File: src/rtl/osc_cfg_pkg.sv
package osc_cfg_pkg;
  localparam int unsigned DATA_W = 32;

  typedef struct packed {
    logic        start;
    logic        wr;
    logic [3:0]  ctl;
    logic [5:0]  fn;
    logic [1:0]  rsvd;
    logic [1:0]  site;
    logic [3:0]  pos;
    logic [11:0] dev;
  } cfg_cmd_t;

  localparam logic [5:0] FN_OSC = 6'd1;

  localparam logic [DATA_W-1:0] F_25M = 32'd25000000;
  localparam logic [DATA_W-1:0] F_24M = 32'd24000000;
  localparam logic [DATA_W-1:0] F_50M = 32'd50000000;
  localparam logic [DATA_W-1:0] F_40M = 32'd40000000;
  localparam logic [DATA_W-1:0] F_35M = 32'd35000000;
endpackage

File: src/rtl/osc_freq_lut.sv
module osc_freq_lut
  import osc_cfg_pkg::*;
(
  input  logic [1:0]        site_i,
  input  logic [11:0]       dev_i,
  output logic [DATA_W-1:0] freq_o,
  output logic              site_hit_o,
  output logic              dev_hit_o
);
  always_comb begin
    freq_o     = '0;
    site_hit_o = 1'b0;
    dev_hit_o  = 1'b0;
    unique case (site_i)
      2'd0: begin
        site_hit_o = 1'b1;
        dev_hit_o  = 1'b1;
        case (dev_i)
          12'd0:   freq_o = F_25M;
          12'd1:   freq_o = F_25M;
          12'd2:   freq_o = F_24M;
          default: dev_hit_o = 1'b0;
        endcase
      end
      2'd1: begin
        site_hit_o = 1'b1;
        dev_hit_o  = 1'b1;
        case (dev_i)
          12'd0:   freq_o = F_50M;
          12'd4:   freq_o = F_40M;
          12'd5:   freq_o = F_50M;
          12'd6:   freq_o = F_35M;
          12'd7:   freq_o = F_40M;
          12'd8:   freq_o = F_40M;
          default: dev_hit_o = 1'b0;
        endcase
      end
      default: ;
    endcase
  end
endmodule

File: src/rtl/osc_cmd_decode.sv
module osc_cmd_decode
  import osc_cfg_pkg::*;
(
  input  logic              cmd_we_i,
  input  logic [DATA_W-1:0] cmd_i,
  output logic              started_o,
  output logic              load_o,
  output logic [DATA_W-1:0] load_val_o,
  output logic              unknown_o
);
  cfg_cmd_t cmd;
  logic [DATA_W-1:0] freq;
  logic site_hit, dev_hit, is_osc_rd;

  assign cmd = cfg_cmd_t'(cmd_i);

  osc_freq_lut u_lut (
    .site_i    (cmd.site),
    .dev_i     (cmd.dev),
    .freq_o    (freq),
    .site_hit_o(site_hit),
    .dev_hit_o (dev_hit)
  );

  assign started_o  = cmd_we_i && cmd.start;
  assign is_osc_rd  = !cmd.wr && (cmd.ctl == '0) && (cmd.pos == '0) && (cmd.fn == FN_OSC);
  // unmapped site leaves data alone; unmapped device on a known site loads 0
  assign load_o     = started_o && is_osc_rd && site_hit;
  assign load_val_o = freq;
  assign unknown_o  = !cmd.wr && !(is_osc_rd && site_hit && dev_hit);
endmodule

File: src/rtl/osc_cfg_regs.sv
module osc_cfg_regs
  import osc_cfg_pkg::*;
#(
  parameter int unsigned ADDR_W   = 8,
  parameter logic [ADDR_W-1:0] OFF_DATA = 8'hA0,
  parameter logic [ADDR_W-1:0] OFF_CMD  = 8'hA4,
  parameter logic [ADDR_W-1:0] OFF_STAT = 8'hA8
) (
  input  logic              clk_i,
  input  logic              rst_ni,
  input  logic [ADDR_W-1:0] addr_i,
  input  logic              wr_en_i,
  input  logic [31:0]       wr_data_i,
  input  logic              rd_en_i,
  output logic [31:0]       rd_data_o,
  output logic              req_pulse_o,
  output logic              unknown_o
);
  localparam logic [DATA_W-1:0] STAT_DONE = DATA_W'(1);

  logic [DATA_W-1:0] data_q, rd_mux, load_val;
  logic cmd_we, started, load, unk_d;

  assign cmd_we = wr_en_i && (addr_i == OFF_CMD);

  osc_cmd_decode u_dec (
    .cmd_we_i  (cmd_we),
    .cmd_i     (wr_data_i),
    .started_o (started),
    .load_o    (load),
    .load_val_o(load_val),
    .unknown_o (unk_d)
  );

  always_ff @(posedge clk_i or negedge rst_ni) begin
    if (!rst_ni) begin
      data_q <= '0;
    end else if (wr_en_i && addr_i == OFF_DATA) begin
      data_q <= wr_data_i;
    end else if (load) begin
      data_q <= load_val;
    end
  end

  always_ff @(posedge clk_i or negedge rst_ni) begin
    if (!rst_ni) begin
      req_pulse_o <= 1'b0;
      unknown_o   <= 1'b0;
    end else begin
      req_pulse_o <= started;
      if (started) unknown_o <= unk_d;
    end
  end

  always_comb begin
    rd_mux = '0;
    if (addr_i == OFF_DATA)      rd_mux = data_q;
    else if (addr_i == OFF_STAT) rd_mux = STAT_DONE;
  end

  always_ff @(posedge clk_i or negedge rst_ni) begin
    if (!rst_ni)      rd_data_o <= '0;
    else if (rd_en_i) rd_data_o <= rd_mux;
  end
endmodule

File: config.mk
export PLATFORM = sky130hd
export DESIGN_NAME = osc_cfg_regs
export DESIGN_NICKNAME = d
export VERILOG_FILES = /design/src/rtl/osc_cfg_pkg.sv /design/src/rtl/osc_freq_lut.sv /design/src/rtl/osc_cmd_decode.sv /design/src/rtl/osc_cfg_regs.sv
export SDC_FILE = /design/constraint.sdc
export NUM_CORES = 1
export LEC_CHECK = 0
export BUFFER_PORTS_ARGS = -buffer_cell sky130_fd_sc_hd__buf_2
export CORE_MARGIN = 10
export CORE_UTILIZATION = 48
export CTS_CLUSTER_DIAMETER = 60
export CTS_CLUSTER_SIZE = 28
export DETAILED_ROUTE_END_ITERATION = 6
export PLACE_DENSITY = 0.81
export SKIP_LAST_GASP = 1
export SLEW_MARGIN = 20
export SYNTH_ARGS = -nofsm -noshare
export SYNTH_HDL_FRONTEND = slang
export SYNTH_SLANG_ARGS = --single-unit
export TNS_END_PERCENT = 20
File: constraint.sdc
create_clock -name clk_i -period 0.97 [get_ports clk_i]
set_input_delay 0.194 -clock clk_i [delete_from_list [all_inputs] [get_ports clk_i]]
set_output_delay 0.194 -clock clk_i [all_outputs]
set_load 0.01 [all_outputs]
==> out/metrics.csv, run 1 <==
metric,value,unit
overflow,0,
grt_busiest_layer,met2,
ys_types,47,
finalSetupViolations,100,
skew,0.00258,ns
critPathKind,input pin to flip-flop,
cp_num_buf_inv,2,
hold-path-cell-count,2,
die_area,9890,sq um
gr-usage-met2,31.3,%
core_area,6030,sq um
hold_viol_final,0,
drc,0,
synth-edff-count,0,
slowest_stage,or4b_4,
cts_tree,built,
grt_pass1_vias,3179,
cap_violations,0,
grt_pass1_wl,15300,um
synth_top_flop_cell,dfrtp_1,
clk_pin_slew,0.07,ns
num_rows,28,
die-width,99.5,um
ys_seq_area_share,54.5,%
nets,516,
vias_per_cell,5.53,
dpl.hpwl,6630,um
crit_path_end_kind,flip-flop,
postSynthCellCount,325,
async_flop_share,100,%
layoutNonFillerInstCount,552,
p_leak,2.25,nW
wl,9720,um
clock_latency,0.35,ns
cpPeakStageDelay,0.52,ns
final.setup.worst_slack,-0.717,ns
fin_crit,1.69,ns
track_usage,19.1,%
drive_gt1_share,41.7,%
grt_use_met1,22.5,%
routabilityCongestion,0.971,
start_kind,input pin,
worst_pin_slew,0.461,ns
max_freq,593,MHz
synth_fp_nets,369,
grt_max_degree,67,
min_from,wr_data_i[28],
reg2reg_from,data_q[24],
firstDrtPassIters,5,
wl_per_cell,17.6,um
ant_nets,0,
slew_viol_final,0,
synth_area,3030,sq um
holdWs,0.0945,ns
timing.final.crit_share,174,%
yosysTopAreaCell,dfrtp_1,
crit_top_cell,buf_6,
r2r_setup_slack,0.04,ns
die_y,99.5,um
status,"finished, violations left",
num_vias,3050,
drt-initial-drc-count,248,
grt_util_met3,6.30,%
dp.cells,525,
reg2reg_to,data_q[24],
max_slew_margin,68.8,%
synth_top_area_share,54.5,%
path_depth,7,
clkSinkCount,66,
ir_drop,0.00104,V
violations,negative setup slack,
initial_core_util,50.3,%
fill_cells,444,
htree_levels,3,
n_antenna_cell,0,
yosys_warnings,0,
rsz0062_at_grt,true,
ios,78,
antenna_found_initial,0,
total_power,0.00631,W
dpl_cell_area,4000,sq um
io_buffers,77,
ys_ff_latch,66,
synth_area_leaders,"dfrtp_1 (54%), nand2_1 (5.9%), o21ai_0 (5.8%)",
cp.required,1.20,ns
cp.arrival,1.92,ns
path_delay_family,simple AND/OR/NAND/NOR gates,
clockRootBuffer,clkbuf_8,
cts_buffers,9,
crit_fanout,5,
holdPathEnd,data_q[28],
avgSynthCellArea,9.33,sq um
syn2layout_area_growth,47.0,%
worst_r2r_path_depth,3,
final_area,4460,sq um
power_density,1420,nW/um^2
dp_slack,-1.15,ns
min_path_type,input pin to flip-flop,
crit_path_cell_trace,buf_6 -> or4b_4 -> or3_4 -> nor3b_4 -> buf_6 -> nor2_4 -> a221o_1,
clk_path_buf_depth,2,
-- synth_stat cells, drive strengths merged, types with 4 or more instances --
cell type,instances
nor4,4
a22o,13
nand2,48
a221o,4
a31oi,6
nor3,6
inv,34
dfrtp,66
clkbuf,11
nand4,4
o21ai,39
nand3,5
buf,9
nor2,16
nand2b,4
a21oi,21
-- layer usage --
layer / wire (um) / part of all wire (%) / up-vias
met2: 4770 / 49 / 157
met5: 0 / 0 / -
li1: - / - / 1421
met1: 3910 / 40 / 1444
met3: 767 / 7.9 / 28
met4: 275 / 2.8 / 0
-- kinds of logic (layout without fill, tap and decap cells) --
logic type	Yosys count	in the layout	share of synthesized area, %
buffers and inverters	54	205	7.02
and+or+nand+nor	108	109	18.4
muxes	2	2	0.702
AOI/OAI and AO/OA	93	93	18.8
DFF	66	66	54.5
xor gates and xnor gates	2	2	0.578
-- registers in the layout, indices dropped and copies added (netlist names) --
signal and flops:
data_q 32, rd_data_o 32, unknown_o 1, req_pulse_o 1
-- through the flow --
stage               setup TNS (ns)  util (%)
finish                      -44.65      74.0
global route                -49.64      74.0
CTS                         -45.03      72.5
detailed placement          -69.07      66.3
global placement            -65.77      66.3
floorplan                   -55.98         -
-- how the worst max path moves through the flow --
| stage | from | endpoint | slack [ns] |
|---|---|---|---|
| 6_report | addr_i[6] | data_q[21] | -0.72 |
| 5_1_grt | addr_i[6] | data_q[14] | -0.76 |
| 4_1_cts | addr_i[6] | data_q[21] | -0.71 |
| 3_5_place_dp | addr_i[6] | rd_data_o[25] | -1.15 |
| 3_3_place_gp | addr_i[6] | data_q[19] | -1.06 |
| 2_1_floorplan | addr_i[6] | data_q[26] | -0.95 |
-- report_power, final --
| group | switching (W) | leakage, nW | total [W] | internal, W |
|---|---|---|---|---|
| registers | 0.0000631 | 0.909 | 0.00290 | 0.00283 |
| logic | 0.000303 | 1.23 | 0.000611 | 0.000309 |
| clock network | 0.00110 | 0.111 | 0.00280 | 0.00170 |
| total | 0.00147 | 2.25 | 0.00631 | 0.00484 |
-- layout make-up --
| cell class | count | area (sq um) | share of cell area, % |
|---|---|---|---|
| sequential | 66 | 1650 | 37.0 |
| multi-input combinational | 206 | 1270 | 28.4 |
| clock buffer | 9 | 124 | 2.78 |
| clock inverter | 7 | 118 | 2.64 |
| timing repair buffer | 155 | 1080 | 24.2 |
| tap | 75 | 93.8 | 2.10 |
| inverter | 34 | 128 | 2.86 |
-- placed cells by master (no fill, tap or decap), types with 4 or more instances in the layout --
| master | n |
|---|---|
| nand3_1 | 5 |
| a31oi_1 | 6 |
| buf_2 | 78 |
| buf_12 | 4 |
| nand2_1 | 35 |
| nand4_1 | 4 |
| buf_6 | 9 |
| nor2_1 | 15 |
| nand2_2 | 10 |
| a21oi_1 | 21 |
| a221o_1 | 4 |
| buf_4 | 60 |
| nand2b_1 | 4 |
| dfrtp_1 | 66 |
| o21ai_1 | 16 |
| o21ai_0 | 19 |
| nor3_1 | 4 |
| clkbuf_8 | 9 |
| o21ai_2 | 4 |
| a22o_1 | 13 |
| inv_1 | 34 |
-- timing repair --
item	4_1_cts	5_1_grt
endpoints found under the hold margin	66	0
buffers inserted	3	2
setup endpoints to repair	100	100
resized for setup	37	20
pin swaps	18	4
cloned	4	1
hold buffers	1	0
-- worst register-to-register path: stages (launching register included) --
cell and delay (ns):
dfrtp_1 0.40, inv_1 0.07, mux2i_1 0.08, mux2_2 0.27
No activity file was read; power rests on OpenSTA's default activity.
==> run 2: changes to the inputs <==
--- a/config.mk
+++ b/config.mk
@@ -7,11 +7,11 @@
 export LEC_CHECK = 0
 export BUFFER_PORTS_ARGS = -buffer_cell sky130_fd_sc_hd__buf_2
 export CORE_MARGIN = 10
-export CORE_UTILIZATION = 48
+export CORE_UTILIZATION = 26
 export CTS_CLUSTER_DIAMETER = 60
 export CTS_CLUSTER_SIZE = 28
 export DETAILED_ROUTE_END_ITERATION = 6
-export PLACE_DENSITY = 0.81
+export PLACE_DENSITY = 0.49
 export SKIP_LAST_GASP = 1
 export SLEW_MARGIN = 20
 export SYNTH_ARGS = -nofsm -noshare
==> run 2 against run 1 <==
Compared with the run above:
- the flow still finishes with violations (negative setup slack)
- first-iteration DRC count fell by 25%
- largest cell class unchanged
- critical path depth stayed put
- routed wire length barely moved
- global-route usage shrank 6.9 points
==> out/metrics.csv, run 2 (same netlist as run 1, synthesis figures left out) <==
metric,value,unit
num_vias,2825,
ios,78,
nets,507,
num_rows,39,
max_freq,577,MHz
clkSinkCount,66,
layout_commonest_cell,buf_2,
track_usage,12.2,%
cap_violations,0,
regArea,1650,sq um
io_buffers,77,
cp.required,1.19,ns
n_antenna_cell,0,
die_y,128,um
timing.final.crit_share,179,%
hold_viol_final,0,
min_path_type,input pin to flip-flop,
crit_path_end_kind,flip-flop,
initial_core_util,26.6,%
grt_pass1_wl,16000,um
clk_path_buf_depth,2,
syn2layout_area_growth,47.2,%
vias_per_cell,4.62,
worst_pin_slew,0.405,ns
routabilityCongestion,0.847,
htree_levels,3,
wl,9720,um
status,"finished, violations left",
final_cell_mix,"buf_2 (76), dfrtp_1 (66), buf_4 (62)",
ir_drop,0.00110,V
ant_nets,0,
core_area,11400,sq um
reg.largest.list,"data_q x32, rd_data_o x32",
clk_pin_slew,0.06,ns
final_util,39.1,%
drc,0,
antenna_found_initial,0,
cp.arrival,1.95,ns
p_leak,2.17,nW
crit_fanout,4,
setup_tns,-43.26,ns
finalSetupViolations,100,
die-width,128,um
multiInputGateArea,1190,sq um
grt_pass1_vias,3095,
clockRootBuffer,clkbuf_16,
fin_crit,1.73,ns
cts_buffers,9,
overflow,0,
dpl.hpwl,7190,um
cts_tree,built,
power_density,1620,nW/um^2
violations,negative setup slack,
critPathKind,input pin to flip-flop,
max_slew_margin,72.8,%
slew_viol_final,0,
drt-initial-drc-count,187,
drive_gt1_share,36.5,%
holdWs,0.105,ns
die_area,16400,sq um
wl_per_cell,15.9,um
final.setup.worst_slack,-0.763,ns
skew,0.00577,ns
rsz0062_at_grt,true,
fill_cells,1162,
firstDrtPassIters,4,
grt_max_degree,67,
clock_latency,0.33,ns
start_kind,input pin,
## run 2: changes by cell type in the layout (fill, tap and decap cells not counted), sizes merged
| cell | previous run | this run |
|---|---|---|
| clkinv | 1 | 2 |
| clkbuf | 9 | 10 |
| buf | 154 | 145 |
| clkinvlp | 3 | 1 |
## run 2: final cells by class
cell class | instances | area share (%)
well taps | 143 | 4.01
inverters | 34 | 2.86
flip-flops and latches | 66 | 37.0
repair buffers | 146 | 21.6
clock buffers | 10 | 5.13
multi-input cells | 206 | 26.8
clock inverters | 6 | 2.58
## run 2: stage by stage
| step | total power, W | cell area, sq um | cells | setup WS (ns) |
|---|---|---|---|---|
| after floorplan | 0.00313 | 3040 | 325 | -0.949 |
| after global placement | 0.00352 | 4000 | 586 | -1.07 |
| after detailed placement | 0.00352 | 4000 | 586 | -1.11 |
| after CTS | 0.00731 | 4460 | 612 | -0.746 |
| after global routing | 0.00750 | 4460 | 611 | -0.816 |
| final | 0.00723 | 4460 | 611 | -0.763 |
## run 2: worst paths after layout
kind | end | startpoint | slack (ns) | depth (start not counted)
max | data_q[12] | addr_i[6] | -0.76 | 7
min | data_q[4] | wr_data_i[4] | 0.11 | 2
max reg2reg | data_q[24] | data_q[24] | 0.10 | 3
min reg2reg | rd_data_o[13] | data_q[13] | 0.48 | 2
max in group asynchronous | unknown_o | rst_ni | 0.27 | 3
min in group asynchronous | rd_data_o[13] | rst_ni | 0.41 | 3
## run 2: worst max-delay path: stages
cell and delay (ns):
buf_6 0.09, or4b_4 0.54, or3_4 0.37, nor3b_4 0.25, buf_4 0.17, nor2_4 0.04
a221o_1 0.28
## run 2: power by group
| part | total [W] | switching (W) | internal [W] |
|---|---|---|---|
| clock network | 0.00376 | 0.00124 | 0.00252 |
| logic | 0.000585 | 0.000290 | 0.000295 |
| registers | 0.00289 | 0.0000501 | 0.00284 |
## run 2: per-layer routing
metal  global-route usage [%]  routed length [um]  up-vias
li1                         -                   -     1406
met4                     4.24                 136        0
met3                     4.55                 657       10
met5                        0                   0        -
met1                     15.6                4520     1350
met2                     18.4                4410       59
## run 2: timing repair
action,in CTS,in global routing
gates cloned,2,0
pin swaps,1,0
endpoints found under the setup margin,100,100
resized for setup,5,2
endpoints found under the hold margin,66,0
setup buffers,7,0
hold buffers,1,0
